`src/rtl/rrs_pkg.sv`:
```
package rrs_pkg;

  typedef enum logic [3:0] {
    ST_HOLD,       // resets asserted, settle count
    ST_MEAS,       // gate window running, resets asserted
    ST_DECIDE,     // compare with committed settings
    ST_PLL_REQ,    // clock generator request held
    ST_LANE_REQ,   // lane request held
    ST_HOLD2,      // resets asserted after programming
    ST_LOCK_WAIT,  // resets released, waiting for locks
    ST_RUN,        // steady state
    ST_REMEAS      // periodic measurement in steady state
  } seq_state_e;

  // Clock generator needs new settings when nothing is stored yet,
  // or when either the band or the depth moved.
  function automatic logic want_pll(input logic have_prev,
                                    input logic band_moved,
                                    input logic depth_moved);
    return !have_prev || band_moved || depth_moved;
  endfunction

  // Lane settings follow the band only.
  function automatic logic want_lane(input logic have_prev,
                                     input logic band_moved);
    return !have_prev || band_moved;
  endfunction

  // Bands below the slow limit need oversampling.
  function automatic logic is_slow(input int unsigned band,
                                   input int unsigned slow_bands);
    return band < slow_bands;
  endfunction

endpackage

```
`src/rtl/rrs_edge_meter.sv`:
```
module rrs_edge_meter #(
  parameter int unsigned GATE_CYCLES = 256,
  localparam int unsigned CW = $clog2(GATE_CYCLES + 1)
) (
  input  logic          clk,
  input  logic          rst_n,
  input  logic          meas_clk,
  input  logic          start,
  output logic          done,
  output logic [CW-1:0] edges
);
  localparam logic [CW-1:0] GATE_LAST = CW'(GATE_CYCLES - 1);

  logic [2:0]    sync_q;
  logic          busy_q;
  logic [CW-1:0] gate_q;
  logic          rise;

  // Two stages to settle the asynchronous clock, a third for the edge
  assign rise = sync_q[1] & ~sync_q[2];

  always_ff @(posedge clk or negedge rst_n) begin
    if (!rst_n) begin
      sync_q <= '0;
      busy_q <= 1'b0;
      gate_q <= '0;
      edges  <= '0;
      done   <= 1'b0;
    end else begin
      sync_q <= {sync_q[1:0], meas_clk};
      done   <= 1'b0;
      if (start) begin
        busy_q <= 1'b1;
        gate_q <= '0;
        edges  <= '0;
      end else if (busy_q) begin
        if (rise) edges <= edges + 1'b1;
        if (gate_q == GATE_LAST) begin
          busy_q <= 1'b0;
          done   <= 1'b1;
        end else begin
          gate_q <= gate_q + 1'b1;
        end
      end
    end
  end

  // a finished window is reported for exactly one cycle
  p_gate_pulse_r3: assert property (@(posedge clk) disable iff (!rst_n)
    done |=> !done);

  // a measurement cannot finish in the cycle right after it starts
  p_gate_length_r3: assert property (@(posedge clk) disable iff (!rst_n)
    start |=> !done);

endmodule

```
`src/rtl/rrs_band_map.sv`:
```
module rrs_band_map #(
  parameter int unsigned NBANDS = 4,
  parameter int unsigned CW = 9,
  parameter logic [(NBANDS-1)*32-1:0] BAND_EDGES = {32'd94, 32'd67, 32'd40},
  localparam int unsigned BW = (NBANDS > 1) ? $clog2(NBANDS) : 1
) (
  input  logic [CW-1:0] count,
  output logic [BW-1:0] band
);
  logic [NBANDS-2:0] above;

  for (genvar i = 0; i < NBANDS - 1; i++) begin : g_edge
    assign above[i] = (32'(count) >= BAND_EDGES[i*32 +: 32]);
  end

  always_comb begin
    band = '0;
    for (int i = 0; i < NBANDS - 1; i++) band = band + BW'(above[i]);
  end

endmodule

```
`src/rtl/rrs_seq_ctrl.sv`:
```
module rrs_seq_ctrl
  import rrs_pkg::*;
#(
  parameter int unsigned BW           = 2,
  parameter int unsigned DEPTH_W      = 2,
  parameter int unsigned RST_CYCLES   = 8,
  parameter int unsigned TIMEOUT      = 1024,
  parameter int unsigned OVS_BANDS    = 1,
  parameter int unsigned RUN_INTERVAL = 4096,
  localparam int unsigned WMAX = (TIMEOUT > RST_CYCLES) ? TIMEOUT : RST_CYCLES,
  localparam int unsigned WW   = $clog2(WMAX + 1),
  localparam int unsigned IW   = $clog2(RUN_INTERVAL)
) (
  input  logic               clk,
  input  logic               rst_n,
  input  logic               all_locked,
  input  logic [DEPTH_W-1:0] depth_in,
  input  logic [BW-1:0]      meas_band,
  input  logic               meas_done,
  output logic               meas_start,
  input  logic               pll_ack,
  input  logic               lane_ack,
  output logic               pll_req,
  output logic               lane_req,
  output logic               pll_rst,
  output logic               lane_rst,
  output logic [BW-1:0]      cfg_band,
  output logic [DEPTH_W-1:0] cfg_depth,
  output logic               oversample
);
  localparam logic [WW-1:0] RST_LAST = WW'(RST_CYCLES - 1);
  localparam logic [WW-1:0] TMO_LAST = WW'(TIMEOUT - 1);
  localparam logic [IW-1:0] IVL_LAST = IW'(RUN_INTERVAL - 1);

  seq_state_e         state_q, state_d;
  logic [WW-1:0]      wait_q;
  logic [IW-1:0]      ivl_q;
  logic [BW-1:0]      new_band_q;
  logic               have_prev_q, lane_todo_q;

  // Named events for the assertions and the decision
  logic hold_done, tmo, ivl_tick, in_run, band_moved, depth_moved;
  logic pll_need, lane_need, give_up;

  assign hold_done   = (wait_q == RST_LAST);
  assign tmo         = (wait_q == TMO_LAST);
  assign ivl_tick    = (ivl_q == IVL_LAST);
  assign in_run      = (state_q == ST_RUN) || (state_q == ST_REMEAS);
  assign band_moved  = (new_band_q != cfg_band);
  assign depth_moved = (depth_in != cfg_depth);
  assign pll_need    = want_pll(have_prev_q, band_moved, depth_moved);
  assign lane_need   = want_lane(have_prev_q, band_moved);

  always_comb begin
    state_d    = state_q;
    meas_start = 1'b0;
    give_up    = 1'b0;
    unique case (state_q)
      ST_HOLD: if (hold_done) begin
        state_d    = ST_MEAS;
        meas_start = 1'b1;
      end
      ST_MEAS: if (meas_done) state_d = ST_DECIDE;
      ST_DECIDE: begin
        if (pll_need)       state_d = ST_PLL_REQ;
        else if (lane_need) state_d = ST_LANE_REQ;
        else                state_d = ST_HOLD2;
      end
      ST_PLL_REQ: begin
        if (pll_ack)  state_d = lane_todo_q ? ST_LANE_REQ : ST_HOLD2;
        else if (tmo) begin state_d = ST_HOLD; give_up = 1'b1; end
      end
      ST_LANE_REQ: begin
        if (lane_ack) state_d = ST_HOLD2;
        else if (tmo) begin state_d = ST_HOLD; give_up = 1'b1; end
      end
      ST_HOLD2: if (hold_done) state_d = ST_LOCK_WAIT;
      ST_LOCK_WAIT: begin
        if (all_locked) state_d = ST_RUN;
        else if (tmo)   begin state_d = ST_HOLD; give_up = 1'b1; end
      end
      ST_RUN: begin
        if (!all_locked) state_d = ST_HOLD;
        else if (ivl_tick) begin
          state_d    = ST_REMEAS;
          meas_start = 1'b1;
        end
      end
      ST_REMEAS: begin
        if (!all_locked)    state_d = ST_HOLD;
        else if (meas_done) state_d = (meas_band != cfg_band) ? ST_HOLD : ST_RUN;
      end
      default: state_d = ST_HOLD;
    endcase
  end

  always_ff @(posedge clk or negedge rst_n) begin
    if (!rst_n) begin
      state_q     <= ST_HOLD;
      wait_q      <= '0;
      ivl_q       <= '0;
      new_band_q  <= '0;
      have_prev_q <= 1'b0;
      lane_todo_q <= 1'b0;
      cfg_band    <= '0;
      cfg_depth   <= '0;
      oversample  <= 1'b0;
    end else begin
      state_q <= state_d;
      wait_q  <= (state_d != state_q) ? '0 : wait_q + 1'b1;
      ivl_q   <= ivl_tick ? '0 : ivl_q + 1'b1;
      if (state_q == ST_MEAS && meas_done) new_band_q <= meas_band;
      if (state_q == ST_DECIDE) begin
        cfg_band    <= new_band_q;
        cfg_depth   <= depth_in;
        have_prev_q <= 1'b1;
        lane_todo_q <= lane_need;
        oversample  <= is_slow(32'(new_band_q), OVS_BANDS);
      end
      if (give_up) have_prev_q <= 1'b0;
    end
  end

  assign pll_req  = (state_q == ST_PLL_REQ);
  assign lane_req = (state_q == ST_LANE_REQ);
  assign pll_rst  = !(in_run || state_q == ST_LOCK_WAIT);
  assign lane_rst = pll_rst;

  // requests only while both resets are held
  p_req_in_reset_r2: assert property (@(posedge clk) disable iff (!rst_n)
    (pll_req || lane_req) |-> (pll_rst && lane_rst));

  // a request is held until acknowledged
  p_req_hold_r7: assert property (@(posedge clk) disable iff (!rst_n)
    (pll_req && !pll_ack && !tmo) |=> pll_req);

  // a request drops right after its acknowledge
  p_req_release_r7: assert property (@(posedge clk) disable iff (!rst_n)
    (lane_req && lane_ack) |=> !lane_req);

  // an unanswered request gives up and stays in reset
  p_timeout_r8: assert property (@(posedge clk) disable iff (!rst_n)
    (pll_req && tmo && !pll_ack) |=> (!pll_req && pll_rst));

  // resets are released together
  p_release_r9: assert property (@(posedge clk) disable iff (!rst_n)
    $fell(pll_rst) |-> $fell(lane_rst));

  // loss of lock in steady state restarts at once
  p_loss_restart_r10: assert property (@(posedge clk) disable iff (!rst_n)
    (in_run && !all_locked) |=> (pll_rst && lane_rst));

  // oversampling select never moves while the lane runs
  p_ovs_quiet_r12: assert property (@(posedge clk) disable iff (!rst_n)
    !$stable(oversample) |-> pll_rst);

endmodule

```
`src/rtl/rate_reconfig_seq.sv`:
```
module rate_reconfig_seq #(
  parameter int unsigned GATE_CYCLES  = 256,
  parameter int unsigned NBANDS       = 4,
  parameter logic [(NBANDS-1)*32-1:0] BAND_EDGES = {32'd94, 32'd67, 32'd40},
  parameter int unsigned OVS_BANDS    = 1,
  parameter int unsigned DEPTH_W      = 2,
  parameter int unsigned RST_CYCLES   = 8,
  parameter int unsigned TIMEOUT      = 1024,
  parameter int unsigned RUN_INTERVAL = 4096,
  localparam int unsigned BW = (NBANDS > 1) ? $clog2(NBANDS) : 1
) (
  input  logic               clk_mgmt,
  input  logic               rst_mgmt_n,
  input  logic               link_clk,
  input  logic               pll_locked,
  input  logic               lane_locked,
  input  logic               core_locked,
  input  logic [DEPTH_W-1:0] color_depth,
  output logic               pll_cfg_req,
  input  logic               pll_cfg_ack,
  output logic               lane_cfg_req,
  input  logic               lane_cfg_ack,
  output logic               pll_rst,
  output logic               lane_rst,
  output logic [BW-1:0]      cfg_band,
  output logic [DEPTH_W-1:0] cfg_depth,
  output logic               oversample_en
);
  localparam int unsigned CW = $clog2(GATE_CYCLES + 1);

  logic          meas_start, meas_done, all_locked;
  logic [CW-1:0] edge_count;
  logic [BW-1:0] meas_band;

  assign all_locked = pll_locked & lane_locked & core_locked;

  rrs_edge_meter #(.GATE_CYCLES(GATE_CYCLES)) u_meter (
    .clk      (clk_mgmt),
    .rst_n    (rst_mgmt_n),
    .meas_clk (link_clk),
    .start    (meas_start),
    .done     (meas_done),
    .edges    (edge_count)
  );

  rrs_band_map #(.NBANDS(NBANDS), .CW(CW), .BAND_EDGES(BAND_EDGES)) u_map (
    .count (edge_count),
    .band  (meas_band)
  );

  rrs_seq_ctrl #(
    .BW(BW), .DEPTH_W(DEPTH_W), .RST_CYCLES(RST_CYCLES), .TIMEOUT(TIMEOUT),
    .OVS_BANDS(OVS_BANDS), .RUN_INTERVAL(RUN_INTERVAL)
  ) u_ctrl (
    .clk        (clk_mgmt),
    .rst_n      (rst_mgmt_n),
    .all_locked (all_locked),
    .depth_in   (color_depth),
    .meas_band  (meas_band),
    .meas_done  (meas_done),
    .meas_start (meas_start),
    .pll_ack    (pll_cfg_ack),
    .lane_ack   (lane_cfg_ack),
    .pll_req    (pll_cfg_req),
    .lane_req   (lane_cfg_req),
    .pll_rst    (pll_rst),
    .lane_rst   (lane_rst),
    .cfg_band   (cfg_band),
    .cfg_depth  (cfg_depth),
    .oversample (oversample_en)
  );

endmodule

```
`config.mk`:
```
export PLATFORM = sky130hd
export DESIGN_NAME = rate_reconfig_seq
export DESIGN_NICKNAME = d
export VERILOG_FILES = /design/src/rtl/rrs_pkg.sv /design/src/rtl/rrs_edge_meter.sv /design/src/rtl/rrs_band_map.sv /design/src/rtl/rrs_seq_ctrl.sv /design/src/rtl/rate_reconfig_seq.sv
export SDC_FILE = /design/constraint.sdc
export NUM_CORES = 1
export LEC_CHECK = 0
export BUFFER_PORTS_ARGS = -buffer_cell sky130_fd_sc_hd__buf_4
export CAP_MARGIN = 20
export CORE_ASPECT_RATIO = 0.8
export CORE_MARGIN = 4
export CORE_UTILIZATION = 61
export CTS_CLUSTER_DIAMETER = 40
export CTS_CLUSTER_SIZE = 20
export DETAILED_ROUTE_END_ITERATION = 16
export PLACE_DENSITY = 0.8
export SLEW_MARGIN = 20
export SYNTH_ARGS = -nofsm -noshare
export SYNTH_HDL_FRONTEND = slang
export SYNTH_SLANG_ARGS = --single-unit
```
`constraint.sdc`:
```
create_clock -name clk_mgmt -period 4.4 [get_ports clk_mgmt]
set_clock_uncertainty 0.15 [all_clocks]
set_input_delay 0.44 -clock clk_mgmt [delete_from_list [all_inputs] [get_ports clk_mgmt]]
set_output_delay 0.44 -clock clk_mgmt [all_outputs]
set_load 0.03 [all_outputs]
```
# Yosys cells after proc, flatten, opt, wreduce, memory -nomap -nowiden

Index checks and enable logic that the tools add are counted.

Register bits after elaboration: 59
Output and inout port bits: 9
Logic and storage cells: 99

Add/sub/neg operators: 6
$lt $le $gt $ge: 4
Equality and inequality tests: 17
Mux-type cells: 41
Bitwise gates (word level): 4
Reduce and logical (&&, ||, !) cells: 13

Operator list:

| kind                                                                    | count |
|---|---|
| 9-bit 2-to-1 mux                                                        | 6 |
| 4-bit 2-to-1 mux                                                        | 12 |
| 4-bit one-hot mux with 9 select lines                                   | 1 |
| 9-bit by 1-bit adder with 9-bit output, second input constant           | 2 |
| 9-bit by 7-bit >= comparator with 1-bit output, second input constant   | 2 |
| 1-bit 2-to-1 mux                                                        | 17 |
| 4-bit by 3-bit equality test with 1-bit output, second input constant   | 4 |
| 12-bit by 1-bit adder with 12-bit output, second input constant         | 1 |
| 12-bit equality test, second input constant                             | 1 |
| 12-bit 2-to-1 mux                                                       | 1 |
| 11-bit by 1-bit adder with 11-bit output, second input constant         | 1 |
| 11-bit by 10-bit equality test with 1-bit output, second input constant | 1 |
| 11-bit by 3-bit equality test with 1-bit output, second input constant  | 1 |
| 11-bit 2-to-1 mux                                                       | 1 |
| 9-bit by 8-bit equality test with 1-bit output, second input constant   | 1 |
| 9-bit by 6-bit >= comparator with 1-bit output, second input constant   | 1 |
| 4-bit by 2-bit equality test with 1-bit output, second input constant   | 2 |
| 2-bit inequality test                                                   | 3 |
| 2-bit nonzero test                                                      | 3 |
| 4-bit by 1-bit equality test with 1-bit output, second input constant   | 1 |
| 4-bit equality test, second input constant                              | 1 |
| 4-bit zero test                                                         | 1 |
| 1-bit logical OR                                                        | 4 |
| 4-bit inequality test                                                   | 1 |
| other kinds (12)                                                        | 16 |

# Depth between registers and ports, before layout

Gate-level depths: netlist of run 1.

Depth after elaboration: 10
Gate-level depth with buffers: 12

# Modules after synthesis

From an unflattened synthesis of run 1, not the netlist that was laid out.

Cell total of the unflattened synthesis: 315
Area, all modules: 3190.6 um^2

Modules (own cells, without submodules):

| module            | instances | cells each | area an instance (um^2) |
|---|---|---|---|
| rrs_seq_ctrl      | 1         | 208        | 2065.7 |
| rrs_edge_meter    | 1         | 96         | 1039.7 |
| rrs_band_map      | 1         | 10         | 78.8 |
| rate_reconfig_seq | 1         | 1          | 6.3 |

# Least setup slack after synthesis of run 1

No wires, ideal clock.

Path type: register to register
From: register u_meter.edges[2]
To: register u_ctrl.wait_q[9]
Library setup time: 0.096 ns
Arrival: 2.969 ns
Required time: 4.154 ns
Path slack: 1.185 ns
Stages on the path, launching flop included: 12
Period minus slack after synthesis: 3.215 ns
Cell sequence: dfrtp_1 > and3_1 > a21o_1 > a211oi_1 > fa_1 > xor2_1 > a31oi_2 > o32ai_4 > a211oi_1 > a2bb2oi_2 > buf_4 > nor4_2

Cells in the longest elaborated chain, start to end: 10
Elaborated cells on any way between the ends: 12

RTL lines:

| element                                                                                                                 | line                 | text |
|---|---|---|
| start, declared                                                                                                         | rrs_edge_meter.sv:10 | `output logic [CW-1:0] edges` |
| start signal, assigned                                                                                                  | rrs_edge_meter.sv:37 | `if (rise) edges <= edges + 1'b1;` |
| 9-bit by 6-bit >= comparator with 1-bit output / 9-bit by 7-bit >= comparator with 1-bit output (equally long branches) | rrs_band_map.sv:13   | `assign above[i] = (32'(count) >= BAND_EDGES[i*32 +: 32]);` |
| 1-bit by 1-bit adder with 2-bit output                                                                                  | rrs_band_map.sv:18   | `for (int i = 0; i < NBANDS - 1; i++) band = band + BW'(above[i]);` |
| 2-bit by 1-bit adder with 2-bit output *                                                                                | rrs_band_map.sv:18   |  |
| 2-bit inequality test *                                                                                                 | rrs_seq_ctrl.sv:91   | `else if (meas_done) state_d = (meas_band != cfg_band) ? ST_HOLD : ST_RUN;` |
| 3-bit 2-to-1 mux *                                                                                                      | rrs_seq_ctrl.sv:91   |  |
| 4-bit 2-to-1 mux *                                                                                                      | rrs_seq_ctrl.sv:91   |  |
| 4-bit 2-to-1 mux *                                                                                                      | rrs_seq_ctrl.sv:90   | `if (!all_locked) state_d = ST_HOLD;` |
| 4-bit one-hot mux with 9 select lines *                                                                                 | rrs_seq_ctrl.sv:58   | `unique case (state_q)` |
| 4-bit inequality test *                                                                                                 | rrs_seq_ctrl.sv:110  | `wait_q <= (state_d != state_q) ? '0 : wait_q + 1'b1;` |
| 11-bit 2-to-1 mux *                                                                                                     | rrs_seq_ctrl.sv:110  |  |
| end signal, assigned                                                                                                    | rrs_seq_ctrl.sv:110  |  |
| end, declared                                                                                                           | rrs_seq_ctrl.sv:36   | `logic [WW-1:0] wait_q;` |

Every way passes the cells marked *; elsewhere a longest branch is shown, timed or not.
A chain may end at the register's enable or synchronous reset.

# Final worst setup path of run 1

From: register u_meter.edges[0]
To: register u_ctrl.wait_q[10]

Same word-level chain as after synthesis.

==> impl.org, run 1 <==
** Clocking
- Counting along the longest clock path gives a buffer depth of 2.
- # hold bufs at CTS :: 0
- TritonCTS clock tree :: built
- Sink count of the clock tree :: 59
- Clock tree synthesis inserted a total of 9 buffers.
- For the worst-skew pair, the clock arrives at the later sink with an insertion delay of between 0.3 and 0.4 ns.
- Root buffer cell :: clkbuf_8
- Post-CTS setup buffers :: 0
- Once the clock tree was built, the resizer swapped 0 gates to a different size.
- H-tree levels :: 3
- Clock-pin slew was measured on the worst setup and hold paths at 0.07 ns.

** Synth
- Syn_area_per_cell :: 10.0 um2
- For this run, the register share of the synthesized area comes to 0.451.
- The number of nets handed over by synthesis was between 300 and 400.
- Number of instances in the synthesized netlist :: approximately 330
- Flops & latches, synth :: 59
- The Yosys step of the flow raised 0 warnings.
- For this run, asynchronously set or reset flops after synthesis account for 1.00.
- In the synthesized netlist the dominant register cell turns out to be dfrtp_1.
- Post-synth cell types :: 59
- Number of enable flip-flop cells after synthesis :: 0
- The mapped netlist covers around 3300 um2.

** Hold path
- In this run the worst hold path is classified as primary input to async pin.

** Floorplanning
- The initial utilization of the core area, before any placement, comes to 0.642.
- # IOs :: 19
- Die Y :: approximately 74 um
- Placement row count :: 23
- The floorplan step defined a die boundary enclosing 6610 um2.
- The floorplan step set the die width to 89.9 um.
- Placeable core region :: 5090 um2

** Critical path
- Of all nets on the critical path, the largest fanout is 11.
- Element type at the critical path end :: flip-flop
- STA puts the critical path data required time at ~4.4 ns.
- Counting cells, the worst reg-to-reg path comes to 11.
- Ordered cell list for the critical path :: ha_1 -> a21oi_1 -> nand2_1 -> a211oi_1 -> fa_1 -> xor2_1 -> a31oi_2 -> o32ai_4 -> a2111oi_1 -> a2bb2oi_2 -> nor3_1
- Critical setup path kind :: flip-flop to flip-flop
- CP arrival :: around 3.8 ns
- CP max stage cell :: a2bb2oi_2
- Endpoint of the lowest-slack register-to-register path :: u_ctrl.wait_q[10]
- The worst setup path is launched from a flip-flop.
- Worst stage delay on the critical path :: approximately 0.63 ns
- Worst r2r src :: u_meter.edges[0]
- Reg2Reg Setup Slack :: around 0.65 ns

** GRT
- The via count of the first global-routing pass came to approximately 2,500.
- Entering global routing, the biggest net connects 60 pins.
- The initial antenna violation count is 0.
- Wire length of the first global-routing pass :: approximately 11 mm
- Total overflow reported by the global router :: 0
- GRT Util Overall :: 0.219

** Routing
- Total Wirelength :: 6.42 mm
- The first TritonRoute pass finished after 4 iterations.
- In the detailed route, the total length drawn on met3 is about 320 um.
- In the final routed layout, each cell accounts on average for about 16 um.
- Met1 routed wirelength after detailed routing :: between 2 and 3 mm
- Routed via count divided by cell count :: roughly 6.0
- In the routed design, unresolved DRC markers number 0.
- Number of vias in the routed layout :: 2,477
- After the first detailed-routing iteration, the DRC count stood at roughly 180.
- In the detailed route, the total length drawn on met2 is between 3 and 4 mm.
- ANT nets after route :: 0
- Uppermost signal routing layer after detailed routing :: met4

** Finish
- Share of post-route cells with drive strength above 1 :: 0.172
- 0 antenna diodes ended up in the layout.
- Fill cells in the final layout number 384.
- Compared with the post-synthesis result, the final layout area differs by 12.4%.
- Net count, final :: 360

** Placed design
- At the end of routability-driven placement, the weighted congestion stood at 0.924.
- Number of port buffers :: 18
- The wire-length estimate of the detail-placed layout is roughly 4.2 mm.

** Timing
- Setup violations remaining at the end of the flow were counted as 0.
- Based on the critical path, the design can be clocked at up to around 270 MHz.
- Setup repair after global routing missed its margin :: false
- Final min period :: roughly 3.7 ns
- After routing, the total negative slack on setup checks comes to 0 ns.
- Final Hold Fails :: 0
- Worst Tran Pin Value :: between 0.7 and 0.8 ns
- Worst hold margin :: roughly 0.0059 ns
- Relative slew slack :: 0.489
- Crit share post-route :: 0.851
- Final Slew Violations :: 0

** Power and ir drop
- Sum of internal, switching and leakage power :: 1740 uW
- Pwr Density :: between 400 and 500 nW/um2
- VDD sags by at most around 300 uV.
- Summed over all cells, the static leakage comes to around 0.0015 uW.

** Run status
- The flow ran to the end, and the final reports show no timing, DRC or antenna violations.

** Run
- Number of maximum-capacitance constraint violations :: 0
-- logic make-up (layout without fill, tap and decap cells) --
| group | after synthesis | count (layout) | synth area share |
|---|---|---|---|
| mux | 2 | 2 | 0.00612 |
| simple gates | 161 | 161 | 0.294 |
| fa+ha+maj | 7 | 7 | 0.0291 |
| xor+xnor | 36 | 36 | 0.0964 |
| flops | 59 | 59 | 0.451 |
| compound gates | 40 | 40 | 0.0899 |
| buf+inv | 21 | 43 | 0.0329 |
-- power by group --
| group | switching (uW) | internal (uW) |
|---|---|---|
| registers | 87.2 | 593 |
| clock network | 215 | 422 |
| logic | 267 | 159 |
-- cells in the final DEF, fill, tap and decap left out, types with 3 or more instances in the layout --
cell,count
a31oi_1,4
nand2b_1,4
o21ai_0,8
or3_1,5
nor3_1,5
xor2_1,22
a211oi_1,5
and3_1,7
a21oi_1,8
inv_1,5
nand4_1,11
nor2_1,38
ha_1,6
bufinv_16,3
nor4_2,9
nand2_1,36
nand3_1,15
dfrtp_1,59
xnor2_1,14
nor2b_1,3
clkbuf_8,12
buf_4,20
nor4_1,5
-- metal layers --
metal  up-vias  track usage
met5         -            0
met4         0       0.0849
met3        14       0.0716
met2        80        0.348
met1      1175        0.283
li1       1208            -
-- registers in the layout (all words and copies together) (netlist names), 2 cells and up --
register and cells:
u_ctrl.cfg_band 2, u_meter.sync_q 3, u_ctrl.ivl_q 12, u_ctrl.wait_q 11, u_meter.edges 9, u_ctrl.new_band_q 2, u_ctrl.cfg_depth 2, u_ctrl.state_q 4
u_meter.gate_q 9
-- critical path: cells and delay by family, from the launching register on --
family          cells  cell delay (ns)
compound gates      6             1.86
xor+xnor            1             0.19
fa+ha+maj           2             0.76
flops               1             0.42
simple gates        2             0.21
-- synth_stat cells, types with 6 or more instances --
| cell type | number | share of area |
|---|---|---|
| dfrtp_1 | 59 | 0.45 |
| nor2_1 | 38 | 0.044 |
| nand2_1 | 36 | 0.041 |
| xor2_1 | 22 | 0.059 |
| nand3_1 | 15 | 0.023 |
| xnor2_1 | 14 | 0.037 |
| nand4_1 | 11 | 0.021 |
| nor4_2 | 9 | 0.034 |
| a21oi_1 | 8 | 0.012 |
| o21ai_0 | 8 | 0.012 |
| and3_1 | 7 | 0.013 |
| ha_1 | 6 | 0.023 |
-- worst max-delay path by stage --
stage | cells after the start | from | slack (ns) | endpoint
global route | 11 | u_meter.edges[1] | 0.42 | u_ctrl.wait_q[10]
floorplan | 11 | u_meter.edges[2] | 1.18 | u_ctrl.wait_q[9]
detailed placement | 11 | u_meter.edges[0] | 0.70 | u_ctrl.wait_q[10]
CTS | 11 | u_meter.edges[0] | 0.62 | u_ctrl.wait_q[10]
finish | 11 | u_meter.edges[0] | 0.65 | u_ctrl.wait_q[10]
global placement | 11 | u_meter.edges[0] | 0.77 | u_ctrl.wait_q[10]
-- through the flow --
stage          worst slack, ns  instances  area [um2]   util
2_1_floorplan             1.18        326        3270      -
3_3_place_gp             0.771        394        3420  0.671
3_5_place_dp             0.697        394        3420  0.671
4_1_cts                  0.618        410        3680  0.722
5_1_grt                  0.416        410        3680  0.722
6_report                 0.654        410        3680  0.722
-- layout make-up --
class	instances	area [um2]	share of cell area
Multi-Input combinational cell	246	1690	0.459
Sequential cell	59	1480	0.401
Clock buffer	12	165	0.0449
Timing Repair Buffer	20	150	0.0408
Clock inverter	4	95.1	0.0259
Tap cell	62	77.6	0.0211
Inverter	7	26.3	0.00714
Note: power is estimated with default switching activity, not from simulation.
==> run 2, diff against run 1 <==
--- a/config.mk
+++ b/config.mk
@@ -13,7 +13,8 @@
 export CTS_CLUSTER_DIAMETER = 40
 export CTS_CLUSTER_SIZE = 20
 export DETAILED_ROUTE_END_ITERATION = 16
-export PLACE_DENSITY = 0.8
+export PLACE_DENSITY = 0.87
+export SETUP_SLACK_MARGIN = 0.4
 export SLEW_MARGIN = 20
 export SYNTH_ARGS = -nofsm -noshare
 export SYNTH_HDL_FRONTEND = slang
==> impl.org, run 2 (same netlist as run 1, synthesis figures left out) <==
** Run status
- Run status: complete, no violations (unchanged).

** Finish
- Area growth from synthesis to layout :: 11.0% (was 12.4%)
- The register with the most flip-flops is u_ctrl.ivl_q (unchanged).
- The number of nets in the finished design came to 360 (unchanged).
- Biggest regs :: u_ctrl.ivl_q x12, u_ctrl.wait_q x11 (unchanged)
- Max reg flops :: 12 (unchanged)
- The filler cell count in the final layout was 373 (was 384).
- The fraction of the core area covered by cells at the end of the flow came to 0.713 (was 0.722).
- Leading cell types in the layout, fill and taps excluded :: dfrtp_1 (59), nor2_1 (38), nand2_1 (36) (unchanged)
- The antenna diode count is 0 (unchanged).
- Share of post-route cells with drive strength above 1 :: 0.172 (unchanged)
- Most common cell after layout, fill and taps aside :: dfrtp_1 (unchanged)

** Timing
- Crit share post-route :: 0.848 (was 0.851)
- Worst hold margin :: 0.00214 ns (was 0.00588 ns)
- Relative slew slack :: 0.512 (was 0.489)
- The number of pins with negative max-slew slack in the final report came to 0 (unchanged).
- The count of final setup violators is 0 (unchanged).
- Setup repair after global routing missed its margin :: false (unchanged)
- The maximum frequency from static timing analysis came to 268 MHz (was 267 MHz).
- The aggregate negative setup slack is 0 ns (unchanged).
- Final WS setup :: 0.667 ns (was 0.654 ns)
- Final Hold Fails :: 0 (unchanged)
- The actual slew at the worst max-slew pin came to 0.730 ns (was 0.767 ns).
- The minimum period implied by the final worst setup slack came to 3.73 ns (was 3.75 ns).

** GRT
- The via count of the first global-routing pass is 2,434 (was 2,451).
- Wire length of the first global-routing pass :: 11.3 mm (was 11.5 mm)
- The global-route usage over all layers is 0.218 (was 0.219).
- The remaining global-route overflow came to 0 (unchanged).
- Antenna violations before repair :: 0 (unchanged)
- Largest net degree at the start of global routing :: 60 (unchanged)

** Critical path
- Buffers & Inverters on Critical Path :: 0 (unchanged)
- The critical path class is flip-flop to flip-flop (unchanged).
- Reg2Reg Setup Slack :: 0.67 ns (was 0.65 ns)
- Worst r2r src :: u_meter.edges[0] (unchanged)
- Ordered cell list for the critical path :: ha_1 -> a21oi_1 -> nand2_1 -> a211oi_1 -> fa_1 -> xor2_1 -> a31oi_2 -> o32ai_4 -> a2111oi_1 -> a2bb2oi_4 -> nor3_1 (was ha_1 -> a21oi_1 -> nand2_1 -> a211oi_1 -> fa_1 -> xor2_1 -> a31oi_2 -> o32ai_4 -> a2111oi_1 -> a2bb2oi_2 -> nor3_1)
- The largest fanout on the critical path is 11 (unchanged).
- The cell at the slowest stage of the critical path was a2111oi_1 (was a2bb2oi_2).
- Top Family by Delay on Critical Path :: compound AO/OA/AOI/OAI gates (unchanged)
- CP arrival :: 3.79 ns (about the same)
- Data required time at the worst endpoint :: 4.46 ns (was 4.44 ns)
- The endpoint of the worst register-to-register path was u_ctrl.wait_q[10] (unchanged).
- R2R cell count :: 11 (unchanged)
- The stage delay of the slowest cell on the critical path is 0.62 ns (was 0.63 ns).
- The nature of the critical path startpoint is a flip-flop (unchanged).
- The sort of element at the end of the critical path was a flip-flop (unchanged).

** Floorplanning
- The boundary pin count came to 19 (unchanged).
- Starting Density :: 0.642 (unchanged)
- Total Die Area :: 6610 um2 (unchanged)
- Die Y :: 73.5 um (unchanged)
- The area of the placeable core was 5090 um2 (unchanged).
- Die extent in x :: 89.9 um (unchanged)
- The number of core rows was 23 (unchanged).

** Routing
- First-iteration detailed-routing DRC count :: 123 (was 176)
- ANT nets after route :: 0 (unchanged)
- The aggregate routed wire length was 6.43 mm (was 6.42 mm).
- The via count of the routed design was 2,473 (was 2,477).
- Routed wire length per instance :: 15.7 um (about the same)
- Count of TritonRoute iterations in the first routing pass :: 4 (unchanged)
- Number of DRC violations after detailed routing :: 0 (unchanged)
- Routed via count divided by cell count :: 6.03 (was 6.04)

** Placed design
- The placed wire-length estimate came to 4.47 mm (was 4.23 mm).
- Post-Place Setup Slack :: 0.651 ns (was 0.697 ns)
- Number of port buffers :: 18 (unchanged)
- The final estimated routing congestion in global placement was 0.845 (was 0.924).

** Power and ir drop
- Pwr Density :: 444 nW/um2 (was 474 nW/um2)
- Leakage power summed over all cells :: 0.00148 uW (was 0.00152 uW)
- The maximum ir drop on the vdd rail came to 227 uV (was 298 uV).
- Sum of internal, switching and leakage power :: 1610 uW (was 1740 uW)

** Clocking
- Number of buffers created by CTS :: 9 (unchanged)
- TritonCTS clock tree :: built (unchanged)
- The clock transition at the registers of the reported paths is 0.07 ns (about the same).
- # hold bufs at CTS :: 0 (unchanged)
- Worst-skew pair later-pin latency :: 0.34 ns (about the same)
- The clock sink count came to 59 (unchanged).
- Max Buffers Root-to-Sink :: 2 (unchanged)
- H-tree levels :: 3 (unchanged)
- Root buffer cell :: clkbuf_8 (unchanged)

** Hold path
- The class of the most critical hold timing path is primary input to async pin (unchanged).

** Run
- The number of max-cap violations was 0 (unchanged).
run 2: cell count changes in the layout (fill, tap and decap cells not counted):
cell,before,now
clkinv_4,0,1
a2bb2oi_2,1,0
bufinv_16,3,1
clkbuf_8,12,9
clkinvlp_4,0,4
inv_6,0,1
clkinv_2,1,0
a2bb2oi_4,0,1
run 2: power by group:
| part | total, uW | internal, uW | switching (uW) | leakage (uW) |
|---|---|---|---|---|
| clock network | 490 | 263 | 227 | 0.0000881 |
| logic | 446 | 169 | 276 | 0.000709 |
| registers | 678 | 592 | 85.3 | 0.000687 |
run 2: layout make-up:
class                           instances  area (um2)  area share
Clock inverter                          7        77.6      0.0214
Sequential cell                        59        1480       0.407
Inverter                                7        26.3     0.00724
Clock buffer                            9         124      0.0341
Tap cell                               62        77.6      0.0214
Timing Repair Buffer                   20         150      0.0414
Multi-Input combinational cell        246        1700       0.468
run 2: timing repair:
item                       4_1_cts  5_1_grt
buffers inserted                 0        0
setup endpoints to repair        0       11
resized for setup                0        1
run 2: worst register-to-register path, stage by stage (launching register included):
cell and delay [ns]:
dfrtp_1 0.42, ha_1 0.27, a21oi_1 0.13, nand2_1 0.08, a211oi_1 0.31, fa_1 0.49, xor2_1 0.19, a31oi_2 0.26
o32ai_4 0.13, a2111oi_1 0.62, a2bb2oi_4 0.43, nor3_1 0.12
run 2: worst max-delay path by stage:
stage	from	to	slack (ns)	cells past startpoint
after floorplan	u_meter.edges[2]	u_ctrl.wait_q[9]	1.18	11
final	u_meter.edges[0]	u_ctrl.wait_q[10]	0.67	11
after detailed placement	u_meter.edges[0]	u_ctrl.wait_q[10]	0.65	11
after global placement	u_meter.edges[0]	u_ctrl.wait_q[10]	0.83	11
after global routing	u_meter.edges[0]	u_ctrl.wait_q[10]	0.41	11
after CTS	u_meter.edges[0]	u_ctrl.wait_q[10]	0.62	11
run 2: per-stage QoR:
step	instance area, um2	instances
6_report	3630	410
3_5_place_dp	3420	394
2_1_floorplan	3270	326
3_3_place_gp	3420	394
5_1_grt	3630	410
4_1_cts	3620	410
run 2: metal layers:
layer,part of all wire,global-route usage
met1,0.43,0.267
met2,0.50,0.363
met3,0.060,0.0819
met4,0.012,0.0747
met5,0,0
==> run 3, diff against run 2 <==
--- a/config.mk
+++ b/config.mk
@@ -9,11 +9,11 @@
 export CAP_MARGIN = 20
 export CORE_ASPECT_RATIO = 0.8
 export CORE_MARGIN = 4
-export CORE_UTILIZATION = 61
+export CORE_UTILIZATION = 55
 export CTS_CLUSTER_DIAMETER = 40
 export CTS_CLUSTER_SIZE = 20
 export DETAILED_ROUTE_END_ITERATION = 16
-export PLACE_DENSITY = 0.87
+export PLACE_DENSITY = 0.83
 export SETUP_SLACK_MARGIN = 0.4
 export SLEW_MARGIN = 20
 export SYNTH_ARGS = -nofsm -noshare
==> constraint.sdc (replaced) <==
create_clock -name clk_mgmt -period 3.04 [get_ports clk_mgmt]
set_clock_uncertainty 0.15 [all_clocks]
set_input_delay 0.304 -clock clk_mgmt [delete_from_list [all_inputs] [get_ports clk_mgmt]]
set_output_delay 0.304 -clock clk_mgmt [all_outputs]
set_load 0.03 [all_outputs]
==> impl.org, run 3 (same netlist as run 1, synthesis figures left out) <==
** Timing
- The worst slew slack as a fraction of its limit was 0.516 (was 0.512).
- The maximum frequency from static timing analysis is 301 MHz (was 268 MHz).
- The actual slew at the worst max-slew pin is 0.726 ns (was 0.730 ns).
- Final Hold Fails :: 0 (unchanged)
- The count of final setup violators is 12 (was 0).
- The number of pins with negative max-slew slack in the final report is 0 (unchanged).
- Final WS setup :: -0.277 ns (was 0.667 ns)
- Setup repair after global routing missed its margin :: true (was false)
- The aggregate negative setup slack was -2.78 ns (was 0 ns).
- Crit share post-route :: 1.09 (was 0.848)
- Final min period :: 3.32 ns (was 3.73 ns)

** Critical path
- Critical setup path kind :: flip-flop to flip-flop (unchanged)
- Critical Path Fanout Max :: 11 (unchanged)
- The setup slack on the worst flop-to-flop path came to -0.28 ns (was 0.67 ns).
- Data required time at the worst endpoint :: 3.14 ns (was 4.46 ns)
- The critical path arrival is 3.42 ns (was 3.79 ns).
- The nature of the critical path startpoint was a flip-flop (unchanged).
- The sort of element at the end of the critical path was a flip-flop (unchanged).

** Routing
- The aggregate routed wire length is 7.19 mm (was 6.43 mm).
- The detailed router's first-iteration violation count came to 204 (was 123).
- Number of DRC violations after detailed routing :: 0 (unchanged)
- Routed wire length per instance :: 16.0 um (was 15.7 um)
- Routed via count divided by cell count :: 5.87 (was 6.03)
- ANT nets after route :: 0 (unchanged)
- The number of optimization iterations in the first detailed-route pass was 4 (unchanged).
- The via count of the routed design came to 2,635 (was 2,473).

** Finish
- The register with the most flip-flops is u_ctrl.ivl_q (unchanged).
- The filler cell count in the final layout came to 408 (was 373).
- Biggest regs :: u_ctrl.ivl_q x12, u_ctrl.wait_q x11 (unchanged)
- Leading cell types in the layout, fill and taps excluded: dfrtp_1 (59), nor2_1 (38), nand2_1 (36) (unchanged).
- Area growth from synthesis to layout :: 22.2% (was 11.0%)
- The post-route non-filler standard cell count came to 449 (was 410).
- Max reg flops :: 12 (unchanged)
- The most common cell after layout, fill and taps aside is dfrtp_1 (unchanged).
- Share of post-route cells with drive strength above 1 :: 0.251 (was 0.172)
- Net count, final :: 383 (was 360)
- ANT cells :: 0 (unchanged)
- The fraction of the core area covered by cells at the end of the flow is 0.712 (was 0.713).

** Floorplanning
- Starting Density :: 0.583 (was 0.642)
- The floorplan die height is 77.0 um (was 73.5 um).
- Total Die Area :: 7250 um2 (was 6610 um2)
- The boundary pin count was 19 (unchanged).
- The width of the die was 94.2 um (was 89.9 um).
- Placeable core region :: 5620 um2 (was 5090 um2)
- Placement row count :: 24 (was 23)

** Power and ir drop
- Leakage power summed over all cells :: 0.00164 uW (was 0.00148 uW)
- The overall power after layout was 2670 uW (was 1610 uW).
- Pwr Density :: 666 nW/um2 (was 444 nW/um2)
- The maximum ir drop on the vdd rail was 533 uV (was 227 uV).

** Hold path
- Worst hold-check path type :: primary input to flip-flop (was primary input to async pin)

** Placed design
- Detailed Place HPWL :: 4.68 mm (was 4.47 mm)
- Placer congestion estimate :: 0.867 (was 0.845)
- The number of placed instances, taps included was 429 (was 394).
- The number of I/O port buffers is 18 (unchanged).

** Clocking
- The count of H-tree levels built during CTS was 3 (unchanged).
- The number of buffers created by CTS was 9 (unchanged).
- The clock sink count was 59 (unchanged).
- The TritonCTS clock tree is built (unchanged).
- The clock transition at the registers of the reported paths was 0.07 ns (about the same).
- The source-to-sink clock delay at the later pin of the worst-skew pair was 0.34 ns (about the same).
- Root buffer cell :: clkbuf_8 (unchanged)
- Max Buffers Root-to-Sink :: 2 (unchanged)

** GRT
- Antenna violations before repair :: 0 (unchanged)
- The wire length of the first global-routing pass came to 12.3 mm (was 11.3 mm).
- Total overflow reported by the global router :: 0 (unchanged)
- Largest net degree at the start of global routing :: 60 (unchanged)
- The global-route usage over all layers came to 0.214 (was 0.218).
- The via count of the first global-routing pass is 2,608 (was 2,434).

** Run status
- Run status :: finished with violations (was complete, no violations)
- Violations in the final reports :: negative setup slack

** Run
- Number of maximum-capacitance constraint violations :: 0 (unchanged)
## run 3: per-stage QoR
stage | area, um2 | hold slack, ns | worst slack, ns
after floorplan | 3310 | -0.142 | -0.0125
after global placement | 3650 | 0.182 | -0.120
after detailed placement | 3650 | 0.186 | -0.214
after CTS | 3930 | 0.00153 | -0.221
after global routing | 4000 | 0.0230 | -0.428
final | 4000 | 0.0119 | -0.277
## run 3: area by class of cell
cell class                 count  area (um2)  area share
clock buffer                  11         151      0.0379
clock inverter                 5        75.1      0.0188
inverter                       7        26.3     0.00657
multi-input combinational    246        1800       0.451
sequential                    59        1480       0.369
tap                           78        97.6      0.0244
timing repair buffer          43         368      0.0920
## run 3: final timing paths
kind	start	to	depth (start not counted)
max	u_meter.edges[5]	u_ctrl.wait_q[3]	13
min	color_depth[0]	u_ctrl.cfg_depth[0]	3
max reg2reg	u_meter.edges[5]	u_ctrl.wait_q[3]	13
min reg2reg	u_meter.sync_q[0]	u_meter.sync_q[1]	0
max in group asynchronous	rst_mgmt_n	u_meter.edges[0]	2
min in group asynchronous	rst_mgmt_n	u_ctrl.cfg_depth[0]	2
## run 3: repair_timing
item / CTS / global route
gates cloned: 0 / 0
resized for setup: 6 / 10
buffers inserted: 1 / 1
hold endpoints to repair: 60 / 0
hold buffers: 2 / 0
setup endpoints to repair: 13 / 34
pin swaps: 8 / 10
## run 3: routing by layer
metal | track usage | vias to the layer above | routed length [um]
li1 | - | 1239 | -
met1 | 0.290 | 1268 | 3250
met2 | 0.322 | 105 | 3310
met3 | 0.0519 | 23 | 403
met4 | 0.101 | 0 | 224
met5 | 0 | - | 0
## run 3: power breakdown
group | leakage (uW) | internal (uW) | switching [uW]
Sequential | 0.000687 | 858 | 101
Clock | 0.000119 | 502 | 313
Combinational | 0.000835 | 377 | 514
Total | 0.00164 | 1740 | 928
## run 3: worst max-delay path, cell delays in order (launching register included)
cell       delay [ns]
dfrtp_1          0.39
buf_4            0.16
o21ai_1          0.10
nor4b_1          0.26
buf_4            0.16
fa_1             0.46
xor2_1           0.22
a31oi_2          0.15
o32ai_4          0.35
buf_6            0.16
a2111oi_2        0.04
a2bb2oi_2        0.17
buf_12           0.17
nor4_4           0.28
